**config.mk**
```make
export PLATFORM = sky130hd
export DESIGN_NAME = irqc_top
export DESIGN_NICKNAME = d
export VERILOG_FILES = /design/src/rtl/irqc_pkg.sv /design/src/rtl/irqc_pick.sv /design/src/rtl/irqc_bank.sv /design/src/rtl/irqc_top.sv
export SDC_FILE = /design/constraint.sdc
export NUM_CORES = 2
export LEC_CHECK = 0
export ABC_AREA = 1
export ABC_CLOCK_PERIOD_IN_PS = 6100
export BUFFER_PORTS_ARGS = -buffer_cell sky130_fd_sc_hd__clkbuf_2
export CORE_MARGIN = 10
export CORE_UTILIZATION = 30
export DETAILED_ROUTE_END_ITERATION = 6
export PLACE_DENSITY = 0.57
export SLEW_MARGIN = 10
export SYNTH_ARGS = -nofsm -noshare
export SYNTH_HDL_FRONTEND = slang
export SYNTH_SLANG_ARGS = --single-unit
```
**constraint.sdc**
```tcl
create_clock -name clk -period 6.1 [get_ports clk]
set_clock_uncertainty 0.05 [all_clocks]
set_input_delay 0.915 -clock clk [delete_from_list [all_inputs] [get_ports clk]]
set_output_delay 0.915 -clock clk [all_outputs]
set_load 0.05 [all_outputs]
```
**src/rtl/irqc_pkg.sv**
```systemverilog
package irqc_pkg;
  localparam int WORD_BITS = 32;
  localparam int ADDR_W    = 3;

  typedef enum logic {
    KIND_STAT = 1'b0,
    KIND_MASK = 1'b1
  } reg_kind_e;

  // slice base of bus word w for a vector spread over nwords words
  function automatic int word_base(input int w, input int nwords);
    return (w ^ (nwords - 1)) * WORD_BITS;
  endfunction
endpackage

```
**src/rtl/irqc_pick.sv**
```systemverilog
module irqc_pick #(
  parameter int N  = 64,
  parameter int IW = 6
) (
  input  logic [N-1:0]  pend_i,
  input  logic [IW-1:0] ptr_i,
  output logic          found_o,
  output logic [IW-1:0] idx_o
);
  logic [IW-1:0] cand;

  always_comb begin
    found_o = 1'b0;
    idx_o   = ptr_i;
    cand    = ptr_i;
    for (int k = 0; k < N; k++) begin
      cand = ptr_i + IW'(k);
      if (!found_o && pend_i[cand]) begin
        found_o = 1'b1;
        idx_o   = cand;
      end
    end
  end
endmodule

```
**src/rtl/irqc_bank.sv**
```systemverilog
module irqc_bank
  import irqc_pkg::*;
#(
  parameter int N     = 64,
  parameter int IW    = 6,
  parameter int WORDS = 2
) (
  input  logic                 clk,
  input  logic                 rst_n,
  input  logic [N-1:0]         src_i,
  input  logic                 wr_en,
  input  logic                 wr_word,
  input  logic [WORD_BITS-1:0] wr_data,
  input  logic                 op_clr,
  input  logic                 op_set,
  input  logic [IW-1:0]        op_idx,
  input  logic                 op_aff,
  input  logic                 req_i,
  output logic [N-1:0]         stat_o,
  output logic [N-1:0]         mask_o,
  output logic [N-1:0]         pend_o,
  output logic                 irq_o,
  output logic                 done_o,
  output logic                 hit_o,
  output logic [IW-1:0]        idx_o
);
  logic [N-1:0]  stat_q, mask_q, mask_d;
  logic [IW-1:0] ptr_q, ptr_d, idx_q, idx_d;
  logic          irq_q, done_q, hit_q;
  logic          found;
  logic [IW-1:0] pick;

  assign pend_o = stat_q & mask_q;

  irqc_pick #(.N(N), .IW(IW)) u_pick (
    .pend_i (pend_o),
    .ptr_i  (ptr_q),
    .found_o(found),
    .idx_o  (pick)
  );

  always_comb begin
    mask_d = mask_q;
    if (wr_en) begin
      for (int w = 0; w < WORDS; w++) begin
        if (int'(wr_word) == w) mask_d[word_base(w, WORDS) +: WORD_BITS] = wr_data;
      end
    end
    if (op_clr)      mask_d[op_idx] = 1'b0;
    else if (op_set) mask_d[op_idx] = op_aff;
  end

  always_comb begin
    ptr_d = ptr_q;
    idx_d = idx_q;
    if (req_i && found) begin
      ptr_d = pick + IW'(1);
      idx_d = pick;
    end
  end

  always_ff @(posedge clk or negedge rst_n) begin
    if (!rst_n) begin
      stat_q <= '0;
      mask_q <= '0;
      ptr_q  <= '0;
      idx_q  <= '0;
      irq_q  <= 1'b0;
      done_q <= 1'b0;
      hit_q  <= 1'b0;
    end else begin
      stat_q <= src_i;
      mask_q <= mask_d;
      irq_q  <= |pend_o;
      done_q <= req_i;
      hit_q  <= req_i & found;
      if (req_i) begin
        ptr_q <= ptr_d;
        idx_q <= idx_d;
      end
    end
  end

  assign stat_o = stat_q;
  assign mask_o = mask_q;
  assign irq_o  = irq_q;
  assign done_o = done_q;
  assign hit_o  = hit_q;
  assign idx_o  = idx_q;
endmodule

```
**src/rtl/irqc_top.sv**
```systemverilog
module irqc_top
  import irqc_pkg::*;
#(
  parameter int N        = 64,
  parameter int HAS_CPU1 = 1,
  parameter int CASC_EN  = 1,
  parameter int CASC_LO  = 40,
  parameter int CASC_HI  = 43,
  localparam int IW      = $clog2(N)
) (
  input  logic                 clk,
  input  logic                 rst_n,
  input  logic [N-1:0]         src_i,
  input  logic                 bus_we,
  input  logic [ADDR_W-1:0]    bus_addr,
  input  logic [WORD_BITS-1:0] bus_wdata,
  output logic [WORD_BITS-1:0] bus_rdata,
  input  logic                 op_mask,
  input  logic                 op_unmask,
  input  logic [IW-1:0]        op_idx,
  input  logic [1:0]           op_aff,
  input  logic [1:0]           sel_req,
  output logic [1:0]           irq_o,
  output logic [1:0]           sel_done_o,
  output logic [1:0]           sel_hit_o,
  output logic [2*IW-1:0]      sel_idx_o,
  output logic [1:0]           sel_ext_o,
  output logic [2*IW-1:0]      sel_num_o
);
  localparam int WORDS = N / WORD_BITS;

  logic [1:0]    rst_sync_q;
  logic          rst_sync_n;
  logic [N-1:0]  stat_a [2];
  logic [N-1:0]  mask_a [2];
  logic [N-1:0]  pend_a [2];
  logic [IW-1:0] idx_a  [2];
  logic [N-1:0]  rd_vec;

  always_ff @(posedge clk or negedge rst_n) begin
    if (!rst_n) rst_sync_q <= 2'b00;
    else        rst_sync_q <= {rst_sync_q[0], 1'b1};
  end
  assign rst_sync_n = rst_sync_q[1];

  for (genvar c = 0; c < 2; c++) begin : g_cpu
    if (c == 0 || HAS_CPU1 != 0) begin : g_bank
      logic wr_en;
      assign wr_en = bus_we && (reg_kind_e'(bus_addr[1]) == KIND_MASK) && (int'(bus_addr[2]) == c);
      irqc_bank #(.N(N), .IW(IW), .WORDS(WORDS)) u_bank (
        .clk    (clk),
        .rst_n  (rst_sync_n),
        .src_i  (src_i),
        .wr_en  (wr_en),
        .wr_word(bus_addr[0]),
        .wr_data(bus_wdata),
        .op_clr (op_mask),
        .op_set (op_unmask),
        .op_idx (op_idx),
        .op_aff (op_aff[c]),
        .req_i  (sel_req[c]),
        .stat_o (stat_a[c]),
        .mask_o (mask_a[c]),
        .pend_o (pend_a[c]),
        .irq_o  (irq_o[c]),
        .done_o (sel_done_o[c]),
        .hit_o  (sel_hit_o[c]),
        .idx_o  (idx_a[c])
      );
    end else begin : g_absent
      assign stat_a[c]     = '0;
      assign mask_a[c]     = '0;
      assign pend_a[c]     = '0;
      assign idx_a[c]      = '0;
      assign irq_o[c]      = 1'b0;
      assign sel_done_o[c] = 1'b0;
      assign sel_hit_o[c]  = 1'b0;
    end

    // cascade band mapping on the registered answer
    logic in_band;
    assign in_band = (CASC_EN != 0) && sel_hit_o[c] &&
                     (int'(idx_a[c]) >= CASC_LO) && (int'(idx_a[c]) <= CASC_HI);
    assign sel_ext_o[c]          = in_band;
    assign sel_idx_o[c*IW +: IW] = idx_a[c];
    assign sel_num_o[c*IW +: IW] = in_band ? (idx_a[c] - IW'(CASC_LO)) : idx_a[c];
  end

  always_comb begin
    rd_vec    = (reg_kind_e'(bus_addr[1]) == KIND_MASK) ? mask_a[bus_addr[2]] : stat_a[bus_addr[2]];
    bus_rdata = '0;
    for (int w = 0; w < WORDS; w++) begin
      if (int'(bus_addr[0]) == w) bus_rdata = rd_vec[word_base(w, WORDS) +: WORD_BITS];
    end
  end
endmodule

```
==> impl_results.md <==
* CTS tree: yes
* Vias per cell at 5.27
* Min cycle time layout at 9420 ps
* Syn avg cell area at 5.59 µm²
* Type of the worst min-delay path: input pin to asynchronous set/reset pin
* CTS clk-pin slew, worst paths at 70 ps
* Via count at 46200
* Met3 capacity usage during global routing at 0.0470
* Critical Path AT at 9850 ps
* WS Path Type: flop to flop
* Sequential fraction of the synthesis area at 0.170
* Worst setup EP type: flop
* I/O pin count at 178
* Crit-path max cell delay at 510 ps
* Internal reg-to-reg setup slack at -3320 ps
* Crit path max-delay cell type: nor4_1
* Setup violators final at 28
* Initial antenna violation count at 3
* Worst-Margin Slew at 1000 ps
* Distinct cell type count after synthesis at 69
* Fin cells at 8765
* H-tree depth at 1
* Ys Warns at 0
* Global-route wire length before repair at 271000 µm
* Setup WS post-layout at -3320 ps
* DP Cell Count at 8522
* Nets at 7483
* Gr busiest metal: met2
* Worst-path maximum fanout at 35
* Outcome: finished, violations left
* Setup repair after global routing missed its margin: true
* Clk sink count at 224
* Die ar. at 0.123 mm²
* Most common cell on crit path: buf_4
* Synthesized area at 0.0329 mm²
* Core area at 0.109 mm²
* CTS buffer count at 26
* Failing checks: design-rule violations, negative setup slack
* Vias in the first global route at 43100
* Synth Register Bits at 224
* Drt drc at 6
* MaxCap Viol Count at 0
* WP data required at 6530 ps
* CTS root buffer: clkbuf_16
* Post-synth EDFFs at 0
* Hold Fails Final Rpt at 0
* Final wirelength at 187000 µm
* Grt ovf at 0
* Antenna Nets Post-Route at 0
* Rel. slew slack at 0.331
* Routability Congestion at 1.12
* GR Util All Layers at 0.290
* Max Fclk at 0.106 GHz
* Met1 Track Usage GR at 0.367
* Cts-stage hold buffer count at 0
* Die height at 351 µm
* Rows at 121
* Share of layout cells above drive strength 1 at 0.309
* Deepest clock path buffer count at 3
* Worst-skew pair later-pin latency at 620 ps
* IO buf count at 177
* DP HPWL at 147000 µm
* Startpoint Class: flop
* Met2 Use GR at 0.456
* Period utilization at 1.54
* Drt first pass iters at 7
* First DRT Iteration DRCs at 5278
* Die Wd at 351 µm
* Fin. max-slew vios at 0
* Area grow syn2layout at 46.1%
* Avg WL per Cell at 21.3 µm
* Asr flop ratio synth at 1.00
* Synth Instances at 5884
* Reg2reg start: g_cpu[1].g_bank.u_bank.ptr_q[0]
* Syn Nets at 6036
* Reg2reg path depth at 65
* Worst reg2reg path endpoint: g_cpu[1].g_bank.u_bank.ptr_q[4]
* Largest net degree at the start of global routing at 133
* Most used DFF post-synth: dfrtp_1
* Initial core utilization at 0.302
stage by stage:
step                      worst slack [ps]  setup TNS (ps)  utilization  cell area [µm²]  hold WS [ps]
after floorplan                      -2630          -63540            -            33300           281
after global placement               -3600          -91150        0.406            44200           174
after detailed placement             -3710          -93260        0.406            44200           173
after CTS                            -3150          -82020        0.434            47200          9.93
after global routing                 -4030         -107020        0.441            48000          19.9
final                                -3320          -85450        0.441            48000          24.6
cell families (layout without fill, tap and decap cells):
family,count (synthesis),after routing,share of synthesized area
and+or+nand+nor,3031,3031,0.395
AOI/OAI and AO/OA,1383,1383,0.237
buffers and inverters,1100,2566,0.153
DFF,224,224,0.170
xor gates and xnor gates,92,92,0.0263
adders and majority gates,38,38,0.0145
muxes,15,15,0.00457
other,1,2,0.000114
critical path, delay by kind of cell, from the launching register on:
kind	cells	cell delay (ps)
fa+ha+maj	1	160
compound gates	4	540
flops	1	460
xor+xnor	2	320
buf+inv	42	5330
simple gates	16	2450
cell usage after synthesis, types with 9 or more instances:
cell      instances  area (µm²)
a211oi_1         32         240
a21oi_1         198         991
a31oi_1          69         432
buf_2            23         115
buf_4            43         323
buf_6            37         417
clkbuf_1        107         402
clkbuf_8         30         413
clkinv_1         14        52.6
dfrtp_1         224        5610
ha_1             38         475
inv_1           766        2880
inv_2            53         199
mux2i_1          15         150
nand2_1        1858        6970
nand2_2          48         300
nand2_4           9         101
nand3_1         473        2370
nand3_2          18         180
nand4_1          18         113
nor2_1          417        1570
nor2_2           29         181
nor2_4           31         349
nor3_1           85         425
o211ai_1         45         338
o21a_1           31         233
o21ai_0         711        3560
o21ai_1         103         515
o21ai_2          46         403
o22ai_1          83         519
o31ai_1          18         135
o32ai_1          18         158
or2_2            11        68.8
xor2_1           76         666
worst max-delay path by stage:
stage,start,endpoint,depth (start not counted)
after global placement,g_cpu[0].g_bank.u_bank.ptr_q[2],g_cpu[0].g_bank.u_bank.ptr_q[4],84
after CTS,g_cpu[0].g_bank.u_bank.ptr_q[0],g_cpu[0].g_bank.u_bank.ptr_q[4],86
after detailed placement,g_cpu[0].g_bank.u_bank.ptr_q[2],g_cpu[0].g_bank.u_bank.ptr_q[4],84
final,g_cpu[1].g_bank.u_bank.ptr_q[0],g_cpu[1].g_bank.u_bank.ptr_q[4],65
after floorplan,g_cpu[0].g_bank.u_bank.ptr_q[2],g_cpu[0].g_bank.u_bank.ptr_q[2],81
after global routing,g_cpu[0].g_bank.u_bank.ptr_q[0],g_cpu[0].g_bank.u_bank.ptr_q[5],120
metal layers:
metal | routed length, µm | up-vias | part of all wire
met2 | 80400 | 2530 | 0.43
met4 | 14100 | 4 | 0.075
met3 | 18100 | 633 | 0.097
li1 | - | 22000 | -
met1 | 74100 | 21100 | 0.40
met5 | 22 | - | 0.00012
area by class of cell:
type | instances | area, µm²
clock inverters | 17 | 143
repair buffers | 1675 | 12900
repair inverters | 3 | 31.3
multi-input cells | 4560 | 23700
clock buffers | 30 | 696
fillers | 11500 | 60800
inverters | 841 | 3260
diodes | 1 | 2.50
well taps | 1414 | 1770
flip-flops and latches | 224 | 5620
flip-flops by register name (all words and copies together), names as in the netlist:
| name | count |
|---|---|
| g_cpu.g_bank.u_bank.mask_o | 128 |
| g_cpu.g_bank.u_bank.stat_o | 64 |
| g_cpu.g_bank.u_bank.idx_o | 12 |
| g_cpu.g_bank.u_bank.ptr_q | 12 |
| g_cpu.g_bank.u_bank.done_o | 2 |
| g_cpu.g_bank.u_bank.hit_o | 2 |
| g_cpu.g_bank.u_bank.irq_o | 2 |
| rst_sync_q | 2 |
timing repair:
action                     in CTS  in global routing
resized for setup             218                187
setup endpoints to repair      28                 28
gates cloned                    9                  2
buffers inserted              149                 44
pin swaps                      43                 50
layout by cell type, fill, tap and decap left out, types with 33 or more instances in the layout:
cell type / Yosys / layout
o211ai_1: 45 / 45
a21oi_1: 198 / 195
o21ai_1: 103 / 145
nand2_2: 48 / 111
clkbuf_2: 0 / 177
buf_6: 37 / 35
nor3_1: 85 / 78
xor2_1: 76 / 69
o21ai_0: 711 / 619
nor2_1: 417 / 395
dfrtp_1: 224 / 217
a31oi_1: 69 / 68
inv_1: 766 / 748
nand3_1: 473 / 421
nand2_1: 1858 / 1781
inv_2: 53 / 59
buf_4: 43 / 1420
o21ai_2: 46 / 90
nor2_4: 31 / 56
o22ai_1: 83 / 83
nand3_2: 18 / 57
buf_12: 0 / 33
Power is left out: the tool's default activity adds up to more than one toggle a clock period on the data nets, which glitch-free logic cannot reach.
